**src/rtl/lov_pkg.sv**
```systemverilog
package lov_pkg;
  localparam int STS_BASE     = 'h2002;
  localparam int OVR_BASE     = 'h2005;
  localparam int LANE_SHIFT   = 8;
  localparam int HR_BIT       = 0;
  localparam int OVR_EN_BIT   = 14;
  localparam int PLL_RST_BIT  = 11;
  localparam int MODE_LSB     = 8;
  localparam int NUM_WR_STEPS = 5;

  typedef enum logic [2:0] {
    ST_IDLE,
    ST_RD_REQ,
    ST_RD_WAIT,
    ST_WR_REQ,
    ST_SETTLE
  } lov_state_e;
endpackage

```
**src/rtl/lov_addr.sv**
```systemverilog
module lov_addr #(
  parameter int ADDR_W = 16,
  parameter int LANE_W = 2
) (
  input  logic [LANE_W-1:0] lane,
  output logic [ADDR_W-1:0] sts_addr,
  output logic [ADDR_W-1:0] ovr_addr
);
  import lov_pkg::*;
  localparam logic [ADDR_W-1:0] STS_B = ADDR_W'(STS_BASE);
  localparam logic [ADDR_W-1:0] OVR_B = ADDR_W'(OVR_BASE);

  logic [ADDR_W-1:0] lane_off;
  assign lane_off = ADDR_W'(lane) << LANE_SHIFT;
  assign sts_addr = STS_B + lane_off;
  assign ovr_addr = OVR_B + lane_off;
endmodule

```
**src/rtl/lov_word_step.sv**
```systemverilog
module lov_word_step #(
  parameter int DATA_W = 16,
  parameter int MODE_W = 3
) (
  input  logic [DATA_W-1:0] cur,
  input  logic [2:0]        step,
  input  logic [MODE_W-1:0] mode,
  output logic [DATA_W-1:0] nxt
);
  import lov_pkg::*;
  // Word that the write after step 'step' must carry.
  always_comb begin
    nxt = cur;
    case (step)
      3'd0: nxt[OVR_EN_BIT] = 1'b1;
      3'd1: nxt[MODE_LSB +: MODE_W] = mode;
      3'd2: nxt[PLL_RST_BIT] = 1'b1;
      3'd3: nxt[PLL_RST_BIT] = 1'b0;
      default: nxt = cur;
    endcase
  end
endmodule

```
**src/rtl/lov_counter.sv**
```systemverilog
module lov_counter #(
  parameter int LIMIT = 1000
) (
  input  logic clk,
  input  logic rst_n,
  input  logic clr,
  input  logic inc,
  output logic last
);
  localparam int W = (LIMIT > 1) ? $clog2(LIMIT) : 1;
  localparam logic [W-1:0] LAST_V = W'(LIMIT - 1);

  logic [W-1:0] cnt;

  always_ff @(posedge clk) begin
    if (!rst_n || clr) cnt <= '0;
    else if (inc && !last) cnt <= cnt + 1'b1;
  end

  assign last = (cnt == LAST_V);

  // Counter never passes its limit (bounds the poll count of R3 and settle of R7)
  p_cnt_in_range_r3: assert property (@(posedge clk) disable iff (!rst_n)
    cnt <= LAST_V);
endmodule

```
**src/rtl/lane_pll_ovr.sv**
```systemverilog
module lane_pll_ovr #(
  parameter int ADDR_W        = 16,
  parameter int DATA_W        = 16,
  parameter int LANE_W        = 2,
  parameter int MODE_W        = 3,
  parameter int POLL_LIMIT    = 1000,
  parameter int SETTLE_CYCLES = 3000000
) (
  input  logic              clk,
  input  logic              rst_n,
  input  logic              start_release,
  input  logic              start_force,
  input  logic [LANE_W-1:0] lane,
  input  logic [MODE_W-1:0] mode,
  output logic              done,
  output logic              poll_timeout,
  output logic              cmd_valid,
  input  logic              cmd_ready,
  output logic              cmd_write,
  output logic [ADDR_W-1:0] cmd_addr,
  output logic [DATA_W-1:0] cmd_wdata,
  input  logic              rsp_valid,
  output logic              rsp_ready,
  input  logic [DATA_W-1:0] rsp_data
);
  import lov_pkg::*;
  localparam logic [2:0] LAST_STEP = 3'(NUM_WR_STEPS - 1);

  lov_state_e        state;
  logic [LANE_W-1:0] lane_q;
  logic [MODE_W-1:0] mode_q;
  logic              job_force_q;
  logic              polling_q;
  logic [2:0]        step_q;
  logic [DATA_W-1:0] word_q;
  logic [DATA_W-1:0] word_nxt;
  logic [ADDR_W-1:0] sts_addr, ovr_addr;
  logic              done_q, timeout_q;
  logic              poll_last, settle_last, poll_inc;
  logic              start_any, rd_fire, wr_fire;

  lov_addr #(.ADDR_W(ADDR_W), .LANE_W(LANE_W)) u_addr (
    .lane(lane_q), .sts_addr(sts_addr), .ovr_addr(ovr_addr));

  lov_word_step #(.DATA_W(DATA_W), .MODE_W(MODE_W)) u_step (
    .cur(word_q), .step(step_q), .mode(mode_q), .nxt(word_nxt));

  lov_counter #(.LIMIT(POLL_LIMIT)) u_poll (
    .clk(clk), .rst_n(rst_n), .clr(state == ST_IDLE), .inc(poll_inc),
    .last(poll_last));

  lov_counter #(.LIMIT(SETTLE_CYCLES)) u_settle (
    .clk(clk), .rst_n(rst_n), .clr(state != ST_SETTLE),
    .inc(state == ST_SETTLE), .last(settle_last));

  assign start_any = start_force | start_release;
  assign rd_fire   = (state == ST_RD_WAIT) && rsp_valid;
  assign wr_fire   = (state == ST_WR_REQ) && cmd_ready;
  assign poll_inc  = rd_fire && polling_q && rsp_data[HR_BIT] && !poll_last;

  always_ff @(posedge clk) begin
    if (!rst_n) begin
      state       <= ST_IDLE;
      lane_q      <= '0;
      mode_q      <= '0;
      job_force_q <= 1'b0;
      polling_q   <= 1'b0;
      step_q      <= '0;
      word_q      <= '0;
      done_q      <= 1'b0;
      timeout_q   <= 1'b0;
    end else begin
      done_q <= 1'b0;
      case (state)
        ST_IDLE: if (start_any) begin
          lane_q      <= lane;
          mode_q      <= mode;
          job_force_q <= start_force;
          polling_q   <= start_force;
          timeout_q   <= 1'b0;
          state       <= ST_RD_REQ;
        end
        ST_RD_REQ: if (cmd_ready) state <= ST_RD_WAIT;
        ST_RD_WAIT: if (rsp_valid) begin
          if (polling_q) begin
            if (!rsp_data[HR_BIT]) begin
              polling_q <= 1'b0;
            end else if (poll_last) begin
              polling_q <= 1'b0;
              timeout_q <= 1'b1;
            end
            state <= ST_RD_REQ;
          end else begin
            word_q              <= rsp_data;
            word_q[OVR_EN_BIT]  <= 1'b0;
            step_q              <= '0;
            state               <= ST_WR_REQ;
          end
        end
        ST_WR_REQ: if (wr_fire) begin
          if (!job_force_q) begin
            done_q <= 1'b1;
            state  <= ST_IDLE;
          end else if (step_q == LAST_STEP) begin
            state <= ST_SETTLE;
          end else begin
            word_q <= word_nxt;
            step_q <= step_q + 1'b1;
          end
        end
        ST_SETTLE: if (settle_last) begin
          done_q <= 1'b1;
          state  <= ST_IDLE;
        end
        default: state <= ST_IDLE;
      endcase
    end
  end

  assign cmd_valid    = (state == ST_RD_REQ) || (state == ST_WR_REQ);
  assign cmd_write    = (state == ST_WR_REQ);
  assign cmd_addr     = (state == ST_WR_REQ) ? ovr_addr : sts_addr;
  assign cmd_wdata    = (state == ST_WR_REQ) ? word_q : '0;
  assign rsp_ready    = (state == ST_RD_WAIT);
  assign done         = done_q;
  assign poll_timeout = timeout_q;

  // command held stable under back-pressure
  p_cmd_hold_r8: assert property (@(posedge clk) disable iff (!rst_n)
    cmd_valid && !cmd_ready |=> cmd_valid && $stable(cmd_addr) &&
    $stable(cmd_write) && $stable(cmd_wdata));

  // never waiting on data while offering a command
  p_one_outstanding_r8: assert property (@(posedge clk) disable iff (!rst_n)
    rsp_ready |-> !cmd_valid);

  // done is a single-cycle pulse
  p_done_pulse_r7: assert property (@(posedge clk) disable iff (!rst_n)
    done |=> !done);

  // captured lane and mode do not move during a job
  p_job_regs_hold_r9: assert property (@(posedge clk) disable iff (!rst_n)
    state != ST_IDLE |=> $stable(lane_q) && $stable(mode_q));

  // lane index appears at the lane field of every address
  p_addr_lane_r1: assert property (@(posedge clk) disable iff (!rst_n)
    cmd_valid |-> cmd_addr[LANE_SHIFT +: LANE_W] == lane_q);

  // third force write carries the captured mode
  p_mode_field_r6: assert property (@(posedge clk) disable iff (!rst_n)
    cmd_valid && cmd_write && job_force_q && step_q == 3'd2 |->
    cmd_wdata[MODE_LSB +: MODE_W] == mode_q);

  // reset bit high on the fourth write, low on the fifth
  p_rst_pulse_r6: assert property (@(posedge clk) disable iff (!rst_n)
    cmd_valid && cmd_write && job_force_q && step_q >= 3'd3 |->
    cmd_wdata[PLL_RST_BIT] == (step_q == 3'd3));

  // timeout flag is sticky for the rest of the job
  p_timeout_sticky_r4: assert property (@(posedge clk) disable iff (!rst_n)
    poll_timeout && state != ST_IDLE |=> poll_timeout);
endmodule

```
**config.mk**
```make
export PLATFORM = sky130hd
export DESIGN_NAME = lane_pll_ovr
export DESIGN_NICKNAME = d
export VERILOG_FILES = /design/src/rtl/lov_pkg.sv /design/src/rtl/lov_addr.sv /design/src/rtl/lov_word_step.sv /design/src/rtl/lov_counter.sv /design/src/rtl/lane_pll_ovr.sv
export SDC_FILE = /design/constraint.sdc
export NUM_CORES = 1
export LEC_CHECK = 0
export ABC_AREA = 1
export BUFFER_PORTS_ARGS = -buffer_cell sky130_fd_sc_hd__buf_2
export CAP_MARGIN = 40
export CORE_MARGIN = 2
export CORE_UTILIZATION = 40
export CTS_BUF_LIST = sky130_fd_sc_hd__clkbuf_8
export CTS_CLUSTER_DIAMETER = 60
export CTS_CLUSTER_SIZE = 24
export DETAILED_ROUTE_END_ITERATION = 8
export HOLD_SLACK_MARGIN = 0.05
export PLACE_DENSITY_LB_ADDON = 0.05
export SLEW_MARGIN = 20
export SYNTH_ARGS = -nofsm -noshare
export SYNTH_HDL_FRONTEND = slang
export SYNTH_SLANG_ARGS = --single-unit
export TNS_END_PERCENT = 1
```
**constraint.sdc**
```tcl
create_clock -name clk -period 1.7 [get_ports clk]
set_input_delay 0.34 -clock clk [delete_from_list [all_inputs] [get_ports clk]]
set_output_delay 0.34 -clock clk [all_outputs]
set_load 0.02 [all_outputs]
```
Word-level counts from Yosys, hierarchy flattened:

Index checks and enable logic that the tools add are counted.

* flip-flop bits (word level): 63
* input port bits: 27
* output and inout bits: 37
* word-level logic and storage cells: 116

* add/subtract/negate cells: 5
* eq/ne operators: 26
* multiplexer cells: 42
* bitwise logic cells: 3
* reduce and logical (&&, ||, !) cells: 26

Operators with widths (number)
* $mux 16: 4
* $mux 15: 3
* $mux 3: 13
* $pmux 16 s2: 1
* $add 14x10->15 const A: 2
* $add 22x1->22 const B: 1
* $eq 22x22->1 const B: 1
* $reduce_and 7->1: 3
* $reduce_and 6->1: 3
* $pmux 3 s5: 1
* $mux 1: 14
* $ne 2x1->1 const B: 7
* $eq 3x2->1 const B: 4
* $ne 2x2->1 const B: 6
* $add 10x1->10 const B: 1
* $eq 10x10->1 const B: 1
* $pmux 1 s2: 4
* $logic_and 1x1->1: 7
* $eq 3x1->1 const B: 2
* $eq 3x3->1 const B: 2
* $logic_not 3->1: 2
* $pmux 3 s2: 1
* $reduce_and 4->1: 1
* $reduce_bool 2->1: 2
* other kinds (11): 16

Logic depth before layout (Yosys ltp):

Gate-level depths: netlist (run 1).

* word-level depth: 6
* mapped depth: 11
* depth with buffers taken out: 10

Cells and area by module:

A second synthesis (run 1) with hierarchy kept.

* cells, all modules: 723
* area total of the unflattened synthesis: 4361.7 um^2

By module, submodules not included
* lane_pll_ovr: times used 1, cells each 359, area each 2058.2 um^2, sequential area each 620.6 um^2
* lov_counter (u_settle): times used 1, cells each 208, area each 1293.7 um^2, sequential area each 440.4 um^2
* lov_counter (u_poll): times used 1, cells each 94, area each 600.6 um^2, sequential area each 200.2 um^2
* lov_addr: times used 1, cells each 34, area each 247.7 um^2, sequential area each 0.0 um^2
* lov_word_step: times used 1, cells each 28, area each 161.4 um^2, sequential area each 0.0 um^2

Worst setup path before layout (run 1):

Ideal clock, no wire load.

* kind: flip-flop to output port
* from: register state[1]
* to: output cmd_wdata[10]
* arrival time: 1390 ps
* data required time: 1360 ps
* slack: -30 ps
* stages on the path, launching flop included: 7
* path buffers: 2
* path through: dfxtp_1 -> inv_2 -> nor2_4 -> inv_2 -> buf_4 -> buf_2 -> nor2_1

* cells in the longest elaborated chain, start to end: 2

Ends and longest elaborated chain
* from (decl): line lane_pll_ovr.sv:29 `lov_state_e state;`
* from (signal assigned): line lane_pll_ovr.sv:63 `state <= ST_IDLE;`
* from (signal assigned): line lane_pll_ovr.sv:81 `state <= ST_RD_REQ;`
* from (signal assigned): line lane_pll_ovr.sv:83 `ST_RD_REQ: if (cmd_ready) state <= ST_RD_WAIT;`
* $eq 3x2->1: line lane_pll_ovr.sv:123 `assign cmd_wdata = (state == ST_WR_REQ) ? word_q : '0;`
* $mux 16: line lane_pll_ovr.sv:123
* to (decl): line lane_pll_ovr.sv:21 `output logic [DATA_W-1:0] cmd_wdata,`

No other way between the ends.

Worst setup path after layout (run 1):

* from: register state[2]
* to: output cmd_wdata[9]

Same word-level chain as after synthesis.

==> results.md, run 1 <==
* Mapped Cells at 569
* Setup TNS at 0 ns
* Leakage dissipation at 1.84 nW
* Flip-flop and latch count after synthesis at 63
* Layout Skew at 0.0128 ns
* GRT Util Overall at 18.9%
* Standard-cell rows at 34
* Top-level port count at 64
* Number of buffers inserted during clock tree synthesis at 9
* Initial Utilization at just over 40%
* Total congestion overflow after global routing at 0
* Largest fanout on the critical path at 7
* Period utilization at between 90% and 100%
* Worst-path cell with the longest stage delay: dfxtp_2
* Net total in the final layout at between 600 and 700
* Final antenna-violating net count at 0
* First-pass GRT wire length at between 15,000 and 20,000 um
* TritonCTS Sinks at 63
* Async set or reset register ratio after synthesis at 0%
* Worst hold slack after final layout at 0.264 ns
* Arr. time, crit path at 1.35 ns
* Via-to-Cell Ratio at 4.74
* Endpoint type of the worst setup path: output pin
* Clk slew on worst S/H paths at 0.08 ns
* Post-detailed-routing wire length at 9040 um
* Timing-limited maximum frequency at 0.591 GHz
* TritonCTS clock tree: yes
* Minimum period implied by the final worst setup slack at 1.69 ns
* RSZ-0062 raised after global routing: yes
* Worst skew pair latency at ~0.35 ns
* CORE AREA at 0.00876 mm^2
* Primary flip-flop cell chosen by synthesis mapping: dfxtp_1
* Run status: complete, no violations
* Pwr dens at ~820 mW/mm^2
* Maximum Capacitance Violations at 0
* Number of hold-slack violations in the final timing report at 0
* Post-route standard cell area excluding fillers at 0.00473 mm^2
* Mean area per synthesized cell at 6.40 um^2
* Post-synth EDFFs at 0
* Total standard cell area after synthesis at 0.00364 mm^2
* Worst path setup slack after routing at 0.00811 ns
* Worst setup timing slack at the placement stage at 0.0872 ns
* Hold bufs inserted after CTS at 0
* Crit path kind: flip-flop to output pin
* Type of origin of the critical path: flip-flop
* Sequential cell area fraction in the yosys report at 34.7%
* Warning count from the yosys run at 0
* Width of the die at 99.4 um
* Antenna diode count at 0
* HPWL after detailed placement at 6220 um
* Via count at roughly 3,600
* CTS H-Tree Depth at 3
* Number of antenna violations at the first check in global routing at 0
* Placed Instance Area at 0.00410 mm^2
* Clock Path Buffers at 2
* Cell at the root of the clock tree: clkbuf_8
* DRC marker count from the first detailed-route iteration at between 100 and 150
* Number of failing setup endpoints in the final timing report at 0
* RD Place Congestion at 0.893
* Die footprint at 0.00988 mm^2
* Area grow syn2layout at 29.8%
* Die Ht at 99.4 um
* Via count of the first global-routing pass at 3,477
* Number of detailed-route iterations in the first pass at 4
* Layout cell share with drive strength beyond 1 at 23.1%
* Fin. max-slew vios at 0
* Largest net degree at the start of global routing at 24
* Max VDD drop at 416 uV
* Ordered cell list for the critical path: inv_2 > nand2_4 > nor2_4 > buf_12 > inv_6 > nor2_2 > buf_4
* Post-route DRC at 0
* Delay contributed by the slowest stage of the critical path at between 0.3 and 0.4 ns
* Min-Delay Path Class: input port to flip-flop
* Required time at the worst-slack endpoint at 1.36 ns
* DR WL/cell at approximately 12 um
* IO buf count at 51
* Distinct cells, synth at 30
cells by family after synthesis:
group	Yosys count	synth area share, %
other cells	2	0.206
flops	63	34.7
xor+xnor	16	3.85
fa+ha+maj	7	2.41
compound gates	89	12.3
buf+inv	102	13.0
simple gates	290	33.6
flip-flops by register name, indices dropped and copies added, names as in the netlist:
name / flops
u_settle.cnt: 22
state: 3
u_poll.cnt: 10
done: 1
polling_q: 1
lane_q: 2
step_q: 3
word_q: 16
mode_q: 3
poll_timeout: 1
job_force_q: 1
cells in the mapped netlist, types with 3 or more instances:
library cell	n	area [um^2]
dfxtp_1	63	1260
nand4_1	7	43.8
nor3_1	11	55.1
nand3b_1	4	30.0
inv_2	3	11.3
ha_1	7	87.6
a21oi_1	49	245
buf_6	3	33.8
inv_1	67	251
o21ai_0	38	190
nand2_1	153	574
buf_2	6	30.0
nor2_1	78	293
xor2_1	12	105
xnor2_1	4	35.0
nand2_2	3	18.8
clkbuf_1	5	18.8
buf_4	16	120
nand3_1	25	125
path summary, 6_finish.rpt:
| kind | startpoint | end | slack (ns) | depth (start not counted) |
|---|---|---|---|---|
| setup / recovery | state[2]$_SDFFE_PN0P_ | cmd_wdata[9] | 0.008 | 7 |
| hold / removal | mode[1] | mode_q[1]$_SDFFE_PN0P_ | 0.26 | 3 |
| setup reg to reg | state[2]$_SDFFE_PN0P_ | step_q[2]$_SDFFE_PN0P_ | 0.14 | 11 |
| hold reg to reg | lane_q[0]$_SDFFE_PN0P_ | lane_q[0]$_SDFFE_PN0P_ | 0.45 | 2 |
power breakdown:
group	leakage [nW]	switching (mW)	total, mW	internal, mW
clock	0.124	0.630	1.60	0.966
combinational	1.21	0.421	0.674	0.253
sequential	0.512	0.0518	1.62	1.57
total	1.84	1.10	3.89	2.79
worst max-delay path, delay by kind of cell (launching register included):
kind / cells / cell delay [ns]
flops: 1 / 0.33
simple gates: 3 / 0.25
buf+inv: 4 / 0.43
stage by stage:
step                      utilization [%]  std cells  total power [mW]
after floorplan                         -        578              2.06
after global placement               46.8        736              2.21
after detailed placement             46.8        736              2.21
after CTS                            51.0        760              3.86
after global routing                 53.9        763              4.10
final                                53.9        763              3.89
per-layer routing:
| layer | up-vias | GRT usage [%] | wire, um |
|---|---|---|---|
| met3 | 12 | 3.37 | 311 |
| met5 | - | 0 | 0 |
| met4 | 0 | 7.27 | 145 |
| met2 | 60 | 31.1 | 4240 |
| met1 | 1611 | 24.5 | 4350 |
| li1 | 1932 | - | - |
area by class of cell:
cell class / instances / area (um^2)
sequential: 63 / 1270
fill: 888 / 4040
clock buffer: 9 / 124
timing repair inverter: 2 / 20.0
tap: 108 / 135
multi-input combinational: 414 / 2120
clock inverter: 7 / 113
inverter: 72 / 275
timing repair buffer: 88 / 674
cell usage in the layout, fill, tap and decap left out, drive strengths merged:
master | Yosys | layout
dfxtp | 63 | 63
a21oi | 49 | 49
ha | 7 | 7
xnor2 | 4 | 4
nor2 | 82 | 82
nor3 | 12 | 12
nand3b | 4 | 4
clkbuf | 5 | 9
nand2 | 157 | 158
bufinv | 0 | 3
o21bai | 1 | 1
xor2 | 12 | 12
conb | 2 | 11
clkinv | 2 | 4
nand3 | 25 | 25
buf | 25 | 88
nand4 | 7 | 7
o21ai | 39 | 39
nor3b | 1 | 1
inv | 70 | 74
or2 | 2 | 2
repair_timing:
| action | 4_1_cts | 5_1_grt |
|---|---|---|
| endpoints found under the hold margin | 0 | 0 |
| cloned | 2 | 2 |
| pin swaps | 2 | 5 |
| buffers inserted | 6 | 1 |
| setup endpoints to repair | 20 | 59 |
| gates resized for setup | 25 | 70 |
Power figures use the tool's default switching activity.
==> run 2: changes to the inputs <==
- ABC_AREA: 1 -> default
==> run 2 against run 1 <==
  * Flip-flop and latch count is the same
  * Largest cell class unchanged
  * First-iteration DRC count is 20% lower
  * Wire length decreased by 9.0%
  * The run now ends with setup timing left
  * Largest power group unchanged
  * Hold slack worse by 0.030 ns
  * Core utilization is 0.73 points higher
  * Non-clock buffer count is 16 higher
  * Via count fell by 10%
  * Critical path type unchanged
  * Register-to-register slack got worse by 0.17 ns
  * Critical path depth down 2
  * Setup slack got worse by 0.075 ns
==> results.md, run 2 <==
* Net total in the final layout at 531 (-22%)
* Via count at 3,239 (-10%)
* Clk slew on worst S/H paths at 0.07 ns (about the same)
* Area leader, netlist: dfxtp_1
* Worst skew pair latency at 0.34 ns (about the same)
* Largest registers: u_settle.cnt (22), word_q (16), u_poll.cnt (10)
* Via count of the first global-routing pass at 2,992 (-14%)
* Flip-flop and latch count after synthesis at 63 (unchanged)
* Die footprint at 0.00922 mm^2 (-6.6%)
* Largest fanout on the critical path at 25 (+18)
* Mean area per synthesized cell at 8.41 um^2 (+31%)
* Buffers and inverters on the worst path at 3 (-1)
* CTS H-Tree Depth at 3 (unchanged)
* Share of total power in sequential cells at 45.5% (+3.9 points)
* GRT Util Overall at 18.6% (-0.31 points)
* Run status: complete, but fails checks
* Mapped Cells at 403 (-29%)
* Width of the die at 96.0 um (-3.4%)
* Pwr dens at 750 mW/mm^2 (-8.9%)
* Die Ht at 96.0 um (-3.4%)
* Number of detailed-route iterations in the first pass at 4 (unchanged)
* Endpoint type of the worst setup path: output pin
* Initial Utilization at 41.2% (-0.30 points)
* Leading cell type by number of instances after synthesis: dfxtp_1
* Leakage dissipation at 1.86 nW (+0.65%)
* Worst path setup slack after routing at -0.0671 ns (-0.0752 ns)
* IO buf count at 51 (unchanged)
* Worst-path cell with the longest stage delay: dfxtp_4
* Period utilization at 104% (+4.4 points)
* Area grow syn2layout at 32.5%
* Timing-limited maximum frequency at 0.566 GHz (-4.3%)
* RD Place Congestion at 0.847 (-5.1%)
* CORE AREA at 0.00822 mm^2 (-6.2%)
* Kind of cell with the highest combined delay on the critical path: flip-flops
* Layout Skew at 0.00880 ns (-0.00403 ns)
* Commonest cells after routing, fill and taps aside: dfxtp_1, buf_4, nor2_1, buf_2, nand2_1
* Arr. time, crit path at 1.43 ns (+0.08 ns)
* First-pass GRT wire length at 13,500 um (-11%)
* TritonCTS Sinks at 63 (unchanged)
* Primary flip-flop cell chosen by synthesis mapping: dfxtp_1
* Layout cell share with drive strength beyond 1 at 31.5% (+8.4 points)
* Antenna diode count at 0 (unchanged)
* Crit path kind: flip-flop to output pin
* Most common cell after layout, fill and taps aside: dfxtp_1
* RSZ-0062 raised after global routing: yes
* Post-route DRC at 0 (unchanged)
* Top post-synthesis cells by count: dfxtp_1, nor2_1, nand2_1
* Net switching power of the design at 0.816 mW (-26%)
* Internal at 2.55 mW (-8.4%)
* Number of hold-slack violations in the final timing report at 0 (unchanged)
* Area share of the largest cell type after synthesis at 37.2% (+2.6 points)
* Post-synth EDFFs at 0 (unchanged)
* Failing checks: setup timing
* Ordered cell list for the critical path: nand3b_1 > inv_2 > buf_12 > and2_2 > buf_6
* Post-detailed-routing wire length at 8230 um (-9.0%)
* Power share of the clock group at 44.0% (+3.0 points)
* Post-route standard cell area excluding fillers at 0.00449 mm^2 (-5.0%)
* Required time at the worst-slack endpoint at 1.36 ns (about the same)
* Flip-flop count of the largest register, all copies and words added at 22 (unchanged)
* TritonCTS clock tree: yes
* Distinct cells, synth at 56 (+87%)
* Worst hold slack after final layout at 0.234 ns (-0.0296 ns)
* Warning count from the yosys run at 0 (unchanged)
* Via-to-Cell Ratio at 5.34 (+13%)
* Power consumption at 3.37 mW (-13%)
* Leading post-synthesis cells by cell area: dfxtp_1, mux2i_1, nor2_1, and2_1, a21oi_1
* Max VDD drop at 354 uV (-15%)
* Number of failing setup endpoints in the final timing report at 17 (+17)
* Maximum Capacitance Violations at 0 (unchanged)
* Fraction of power spent switching nets at 24.2% (-4.1 points)
* Total congestion overflow after global routing at 0 (unchanged)
* Sequential cell area fraction in the yosys report at 37.2% (+2.6 points)
* Final antenna-violating net count at 0 (unchanged)
* Largest net degree at the start of global routing at 26 (+8.3%)
* Total standard cell area after synthesis at 0.00339 mm^2 (-6.9%)
* Placed Instance Area at 0.00407 mm^2 (-0.76%)
* Standard-cell rows at 33 (-2.9%)
* Type of origin of the critical path: flip-flop
* DRC marker count from the first detailed-route iteration at 106 (-20%)
* Min-Delay Path Class: input port to flip-flop
* Combinational share of power at 10.5% (-6.8 points)
* Cell at the root of the clock tree: clkbuf_8
* Hold bufs inserted after CTS at 0 (unchanged)
* Fin. max-slew vios at 0 (unchanged)
* Register with the most flip-flops: u_settle.cnt
* Async set or reset register ratio after synthesis at 0% (unchanged)
* Top-level port count at 64 (unchanged)
* Minimum period implied by the final worst setup slack at 1.77 ns (+0.0752 ns)
* Number of antenna violations at the first check in global routing at 0 (unchanged)
* Delay contributed by the slowest stage of the critical path at 0.37 ns (+0.04 ns)
* HPWL after detailed placement at 6050 um (-2.8%)
* Clock Path Buffers at 2 (unchanged)
* Worst setup timing slack at the placement stage at 0.000630 ns (-0.0866 ns)
* DR WL/cell at 13.6 um (+14%)
* Number of buffers inserted during clock tree synthesis at 9 (unchanged)
run 2: changes by cell type in the layout (fill, tap and decap cells not counted), sizes merged, moves of 8 or more:
cell	previous run	this run
inv	74	11
a21oi	49	22
nor4	0	8
buf	88	104
nand2b	0	9
nand2	158	28
xor2	12	1
and2	0	21
mux2i	0	22
o31ai	0	9
nor2	82	40
o21ai	39	13
or4	0	12
run 2: final timing paths:
path,cells past startpoint,slack [ns],end,startpoint
worst min-delay path,3,0.23,lane_q[1]$_SDFFE_PN0P_,lane[1]
worst max-delay path,5,-0.07,cmd_wdata[6],state[2]$_SDFFE_PN0P_
worst min register to register,2,0.47,word_q[14]$_SDFFE_PN0P_,word_q[14]$_SDFFE_PN0P_
worst max register to register,4,-0.03,u_settle.cnt[0]$_SDFFE_PP0P_,u_settle.cnt[6]$_SDFFE_PP0P_
run 2: layout make-up:
type / instances / area (um^2)
Clock buffer: 11 / 151
Clock inverter: 5 / 72.6
Fill cell: 779 / 3730
Inverter: 9 / 33.8
Multi-Input combinational cell: 310 / 2030
Sequential cell: 63 / 1270
Tap cell: 105 / 131
Timing Repair Buffer: 104 / 793
run 2: per-layer routing:
metal	wire length (um)	up-vias	share of wire [%]	track usage [%]
met5	0	-	0	0
met3	356	10	4.3	3.37
li1	-	1639	-	-
met1	3980	1513	48	24.1
met2	3770	77	46	30.0
met4	121	0	1.5	8.10
run 2: logic make-up after synthesis:
group / count (synthesis) / synth area share (%)
compound gates: 68 / 13.0
xor+xnor: 5 / 1.29
fa+ha+maj: 7 / 2.58
buf+inv: 39 / 5.98
flops: 63 / 37.2
mux: 23 / 6.83
other cells: 2 / 0.222
simple gates: 196 / 32.9
run 2: timing repair:
item / 4_1_cts / 5_1_grt
pin swaps: 0 / 5
buffers inserted: 2 / 1
setup endpoints to repair: 27 / 47
resized for setup: 39 / 13
gates cloned: 0 / 0
run 2: worst register-to-register path, stage by stage (launching register included):
cell and delay [ns]:
dfxtp_2 0.33, or4b_4 0.55, or4_1 0.53, o21ai_1 0.14, o21ai_1 0.07
run 2: power by group through the flow:
stage               sequential (mW)  combinational, mW  clock (mW)
floorplan                      1.56              0.242           0
global placement               1.57              0.335           0
detailed placement             1.57              0.337           0
CTS                            1.53              0.345        1.53
global route                   1.54              0.391        1.59
finish                         1.53              0.354        1.48
run 2: stage by stage:
step	std cells	setup TNS (ns)	util, %
global route	607	-2.87	54.7
finish	607	-0.966	54.7
global placement	588	-0.00108	49.6
detailed placement	588	0	49.6
floorplan	412	-0.609	-
CTS	606	-1.21	53.9
